--- src/rtl/refsel_pkg.sv ---
package refsel_pkg;

  localparam int NUM_REFS = 2;
  localparam int REF_A = 0;
  localparam int REF_B = 1;

  typedef enum logic {
    SEL_AUTO   = 1'b0,
    SEL_MANUAL = 1'b1
  } selMode_e;

  // strobes from control to datapath
  typedef struct packed {
    logic load;   // update the selection register this edge
    logic sel;    // value to load, 0 = A, 1 = B
  } ctrlStrobe_t;

endpackage

--- src/rtl/refsel_datapath.sv ---
module refsel_datapath
  import refsel_pkg::*;
#(
  parameter int QUAL_CYCLES = 16
) (
  input  logic                clk,
  input  logic                rstN,
  input  logic [NUM_REFS-1:0] validIn,
  input  ctrlStrobe_t         strobe,
  output logic [NUM_REFS-1:0] qualOut,
  output logic                refSel,
  output logic                switchPulse
);

  localparam int CNT_W = $clog2(QUAL_CYCLES + 1);
  localparam logic [CNT_W-1:0] CNT_MAX = CNT_W'(QUAL_CYCLES);

  // one run-length qualifier per reference
  for (genvar g = 0; g < NUM_REFS; g++) begin : g_qual
    logic [CNT_W-1:0] runCnt;

    always_ff @(posedge clk or negedge rstN) begin
      if (!rstN) begin
        runCnt <= '0;
      end else if (!validIn[g]) begin
        runCnt <= '0;
      end else if (runCnt != CNT_MAX) begin
        runCnt <= runCnt + 1'b1;
      end
    end

    assign qualOut[g] = validIn[g] && (runCnt == CNT_MAX);
  end

  // selection register and change pulse
  always_ff @(posedge clk or negedge rstN) begin
    if (!rstN) begin
      refSel      <= 1'b0;
      switchPulse <= 1'b0;
    end else begin
      switchPulse <= strobe.load && (strobe.sel != refSel);
      if (strobe.load) begin
        refSel <= strobe.sel;
      end
    end
  end

endmodule

--- src/rtl/refsel_control.sv ---
module refsel_control
  import refsel_pkg::*;
(
  input  logic                clk,
  input  logic                rstN,
  input  logic [NUM_REFS-1:0] qualIn,
  input  logic                curSel,
  input  selMode_e            mode,
  input  logic                manualSel,
  input  logic                revertEn,
  output ctrlStrobe_t         strobe,
  output logic                holdover
);

  logic holdReg;
  logic holdNext;
  logic okA;
  logic okB;
  logic noneOk;

  assign okA    = qualIn[REF_A];
  assign okB    = qualIn[REF_B];
  assign noneOk = !okA && !okB;

  always_comb begin
    strobe   = '0;
    holdNext = holdReg;
    if (mode == SEL_MANUAL) begin
      strobe.load = 1'b1;
      strobe.sel  = manualSel;
      holdNext    = noneOk;
    end else if (holdReg) begin
      // leaving holdover prefers A
      if (okA) begin
        strobe.load = 1'b1;
        strobe.sel  = 1'b0;
        holdNext    = 1'b0;
      end else if (okB) begin
        strobe.load = 1'b1;
        strobe.sel  = 1'b1;
        holdNext    = 1'b0;
      end
    end else if (!curSel) begin
      if (!okA) begin
        if (okB) begin
          strobe.load = 1'b1;
          strobe.sel  = 1'b1;
        end else begin
          holdNext = 1'b1;
        end
      end
    end else begin
      if (!okB) begin
        if (okA) begin
          strobe.load = 1'b1;
          strobe.sel  = 1'b0;
        end else begin
          holdNext = 1'b1;
        end
      end else if (okA && revertEn) begin
        strobe.load = 1'b1;
        strobe.sel  = 1'b0;
      end
    end
  end

  always_ff @(posedge clk or negedge rstN) begin
    if (!rstN) begin
      holdReg <= 1'b1;
    end else begin
      holdReg <= holdNext;
    end
  end

  assign holdover = holdReg;

endmodule

--- src/rtl/ref_holdover_ctrl.sv ---
module ref_holdover_ctrl
  import refsel_pkg::*;
#(
  parameter int QUAL_CYCLES = 16
) (
  input  logic clk,
  input  logic rstN,
  input  logic validA,
  input  logic validB,
  input  logic selMode,
  input  logic manualSel,
  input  logic revertEn,
  input  logic parkEn,
  output logic refSel,
  output logic holdover,
  output logic statusB,
  output logic parkReq,
  output logic switchPulse
);

  logic [NUM_REFS-1:0] qualVec;
  ctrlStrobe_t         strobe;
  selMode_e            modeE;

  assign modeE = selMode_e'(selMode);

  refsel_datapath #(.QUAL_CYCLES(QUAL_CYCLES)) u_dp (
    .clk        (clk),
    .rstN       (rstN),
    .validIn    ({validB, validA}),
    .strobe     (strobe),
    .qualOut    (qualVec),
    .refSel     (refSel),
    .switchPulse(switchPulse)
  );

  refsel_control u_ctl (
    .clk      (clk),
    .rstN     (rstN),
    .qualIn   (qualVec),
    .curSel   (refSel),
    .mode     (modeE),
    .manualSel(manualSel),
    .revertEn (revertEn),
    .strobe   (strobe),
    .holdover (holdover)
  );

  assign statusB = (modeE == SEL_AUTO) ? refSel : 1'b0;
  assign parkReq = parkEn && holdover;

endmodule

--- config.mk ---
export PLATFORM = sky130hd
export DESIGN_NAME = ref_holdover_ctrl
export DESIGN_NICKNAME = d
export VERILOG_FILES = /design/src/rtl/refsel_pkg.sv /design/src/rtl/refsel_datapath.sv /design/src/rtl/refsel_control.sv /design/src/rtl/ref_holdover_ctrl.sv
export SDC_FILE = /design/constraint.sdc
export NUM_CORES = 1
export LEC_CHECK = 0
export BUFFER_PORTS_ARGS = -buffer_cell sky130_fd_sc_hd__buf_4
export CORE_UTILIZATION = 40
export DETAILED_ROUTE_END_ITERATION = 8
export GPL_TIMING_DRIVEN = 0
export HOLD_SLACK_MARGIN = 0.03
export SLEW_MARGIN = 15
export SYNTH_ARGS = -nofsm -noshare
export SYNTH_HDL_FRONTEND = slang
export SYNTH_SLANG_ARGS = --single-unit
--- constraint.sdc ---
create_clock -name clk -period 5.7 [get_ports clk]
set_clock_uncertainty 0.2 [all_clocks]
set_input_delay 1.425 -clock clk [delete_from_list [all_inputs] [get_ports clk]]
set_output_delay 1.425 -clock clk [all_outputs]
set_load 0.1 [all_outputs]
==> impl_summary.txt <==
----------------------------------------------------
[Setup path]
  Reg-to-reg critical path startpoint ... u_dp.g_qual[0].runCnt[0]$_DFFE_PN0N_
  Ordered cell list for the critical path ... buf_4 > nor2b_1 > buf_4
  Endpoint of the most critical register-to-register path ... u_dp.switchPulse$_DFF_PN0_
  Endpoint required time on the critical path ... 4.07 ns
  Standard cell with the maximum stage delay on the critical path ... buf_4
  Most numerous cell on the critical path ... buf_4
  Arrival time worst endpoint ... 2.03 ns
  Critical path launch point type ... primary input
  Register-to-Register Path Depth ... 7
  Register-to-register path setup slack ... 3.66 ns
  Sort of element at the end of the critical path ... output pin
  Delay of the slowest cell on the worst path ... 0.31 ns
  Highest fanout seen on the critical path ... 5
  Startpoint-to-endpoint class of the critical path ... primary input to output pin

[Synthesis]
  Number of synthesis warnings ... 0
  XOR/XNOR Fraction of Synth Area ... 7.74%
  Multiplexer share of the synthesized area ... 1.26%
  Unique masters post-synth ... 26
  Synth Net Count ... 83
  Area of the mapped netlist ... ~800 um^2
  Flip-flop and latch count after synthesis ... 13
  Fraction of the mapped netlist area in simple logic gates ... 25.4%
  Dominant combinational cell family by area after synthesis ... simple AND/OR/NAND/NOR gates
  Share of the synthesized area in compound gates (AO/OA/AOI/OAI) ... 13.7%
  Sequential area share after synthesis ... between 40% and 50%
  Count of mapped cells out of synthesis ... 71
  Mean area per synthesized cell ... 11.2 um^2
  Adder and majority cell fraction of the synthesized area ... 6.32%

[Layout]
  Diode count ... 0
  Utilization after layout ... 52.8%
  Area growth from synthesis to layout ... 18.8%
  Final Non-Filler Cells ... 112
  Net count, final ... 100
  Most frequent cells in the layout ... buf_4 (12), dfrtp_1 (12), nor2_1 (7), nand3_1 (7), inv_1 (6)
  Proportion of layout cells with a drive suffix above 1 ... 28.7%

[Routing]
  Wire length per cell after detailed routing ... 12.1 um
  Total detailed-routing wirelength ... 1.35 mm
  Residual antenna-violating net count after detailed routing ... 0
  Iter 0 DRT Violations ... 7
  Post-route DRC ... 0
  Detailed-router iteration count before antenna repair ... 4
  Number of vias after detailed routing ... 553
  Detailed-route vias per instance ... between 4 and 5

[Global routing]
  Total track usage ... 14.7%
  Initial antenna violation count ... 0
  Pin count of the biggest net entering global routing ... 14
  Global-route wire length before repair ... approximately 2.2 mm
  Vias in the first global route ... 522
  Residual overflow from global routing ... 0

[STA]
  Finish-stage setup viols ... 0
  Peak clock frequency supported by timing ... 273 MHz
  Share of the clock period used by the worst path after layout ... 64.2%
  Slew HR ... 78.0%
  Final critical path time including I/O delays and setup ... ~3.7 ns
  Actual slew at the worst max-slew pin ... 0.329 ns
  Number of hold-slack violations in the final timing report ... 0
  Total Negative Setup Slacks ... 0 ns
  Tightest hold margin ... roughly 0.39 ns
  Setup repair after global routing missed its margin ... no
  Max-slew violation count ... 0

[Min path]
  Hold Path End ... u_dp.g_qual[1].runCnt[1]$_DFFE_PN0P_
  WHS Path Cells ... 2
  Min-delay src ... u_dp.g_qual[1].runCnt[1]$_DFFE_PN0P_
  Hold crit path type ... register to register

[Placement]
  Cell Count Post-Placement ... 108
  Half-perimeter wire length of the detailed placement result ... 1.04 mm
  Count of input and output buffers ... 12
  Placer's final routability congestion estimate ... 0.791

[Floorplan]
  Area of the die ... 2160 um^2
  Core box area ... 1780 um^2
  Number of ports placed on the die boundary ... 13
  Die X ... 46.5 um
  # rows ... 15
  Die extent in y ... 46.5 um
  Effective utilization at floorplan ... between 40 and 50%

[Clocking]
  Clock-pin slew on the worst setup and hold paths ... 0.08 ns
  Clock H-tree levels ... 1
  Clock sink count ... 13
  Post-CTS Hold Fix Bufs ... 0
  Buffer levels on the longest clock path ... 2
  TritonCTS clock tree ... yes
  Clock latency at the later pin of the worst-skew pair ... 0.27 ns
  Clock Root Buffer ... clkbuf_4
  Cts bufs inserted ... 3
  Post-CTS Setup Bufs ... 0
  Number of gates given a new drive strength after cts ... 0

[Pwr]
  Standby leakage power ... about 0.00042 uW
  Peak supply drop ... between 0.0001 and 0.00015 V
  Power per cell area ... 215 nW/um^2
  Power, Total ... 202 uW

[Run]
  Maximum Capacitance Violations ... 0

[Outcome]
  Status ... finished clean

----------------------------------------------------
==> state kept, by name (all words and copies together) (netlist names) <==
name,cells
u_dp.g_qual.runCnt,10
u_ctl.holdover,1
u_dp.refSel,1
u_dp.switchPulse,1
==> metal layers <==
metal  share of wire (%)  vias to the layer above  wire (um)  GRT usage [%]
met3                 2.6                        2         35           4.71
met4                0.89                        0         12           5.29
met5                   0                        -          0              0
met1                  47                      270        634           17.5
li1                    -                      274          -              -
met2                  50                        7        672           24.4
==> Yosys cell counts <==
master,instances,area (um^2)
and4bb_2,1,12.5
a21oi_1,1,5.00
nand3_1,7,35.0
nor2b_1,2,12.5
o311ai_4,1,26.3
o221a_2,1,11.3
nor4bb_4,1,25.0
and2_1,5,31.3
a221oi_2,1,15.0
dfstp_2,1,26.3
inv_1,6,22.5
nand2_1,4,15.0
a211o_1,1,8.76
xor2_1,3,26.3
nor3_1,2,10.0
a21boi_1,1,7.51
mux2i_1,1,10.0
nand2b_1,1,6.26
a2111oi_4,1,27.5
dfrtp_1,12,300
buf_6,1,11.3
nor2_1,7,26.3
a22oi_1,1,7.51
xnor2_1,4,35.0
ha_1,4,50.1
nand4bb_4,1,27.5
==> metrics by stage <==
stage	area (um^2)	setup slack [ns]
after floorplan	792	1.28
after global placement	913	2.05
after detailed placement	913	2.04
after global routing	941	2.01
after CTS	941	2.04
final	941	2.04
==> logic make-up after synthesis <==
group | after synthesis
adder cells (fa/ha/maj) | 4
multiplexers | 1
AO/OA/AOI/OAI | 8
XOR/XNOR | 7
buffers and inverters | 7
AND/OR/NAND/NOR | 31
flip-flops | 13
==> area by class of cell <==
class / count / area (um^2)
clock inverter: 1 / 5.00
sequential: 13 / 327
inverter: 6 / 22.5
multi-input combinational: 51 / 432
tap: 25 / 31.3
fill: 166 / 842
timing repair buffer: 12 / 90.1
clock buffer: 3 / 22.5
buffer: 1 / 11.3
==> power by group <==
part	total, uW	switching [uW]	internal (uW)
Sequential	102	5.30	96.9
Clock	56.6	30.6	26.0
Combinational	43.6	28.8	14.7
Total	202	64.8	138
==> critical path, delay by kind of cell <==
family / cells / cell delay, ns
buffers and inverters: 2 / 0.45
AND/OR/NAND/NOR: 1 / 0.15
==> worst max-delay path by stage <==
stage	start	endpoint	cells after the start
floorplan	selMode	statusB	1
finish	selMode	statusB	3
global placement	selMode	statusB	3
CTS	selMode	statusB	3
detailed placement	selMode	statusB	3
global route	selMode	statusB	3
No activity file was read; power rests on OpenSTA's default activity.
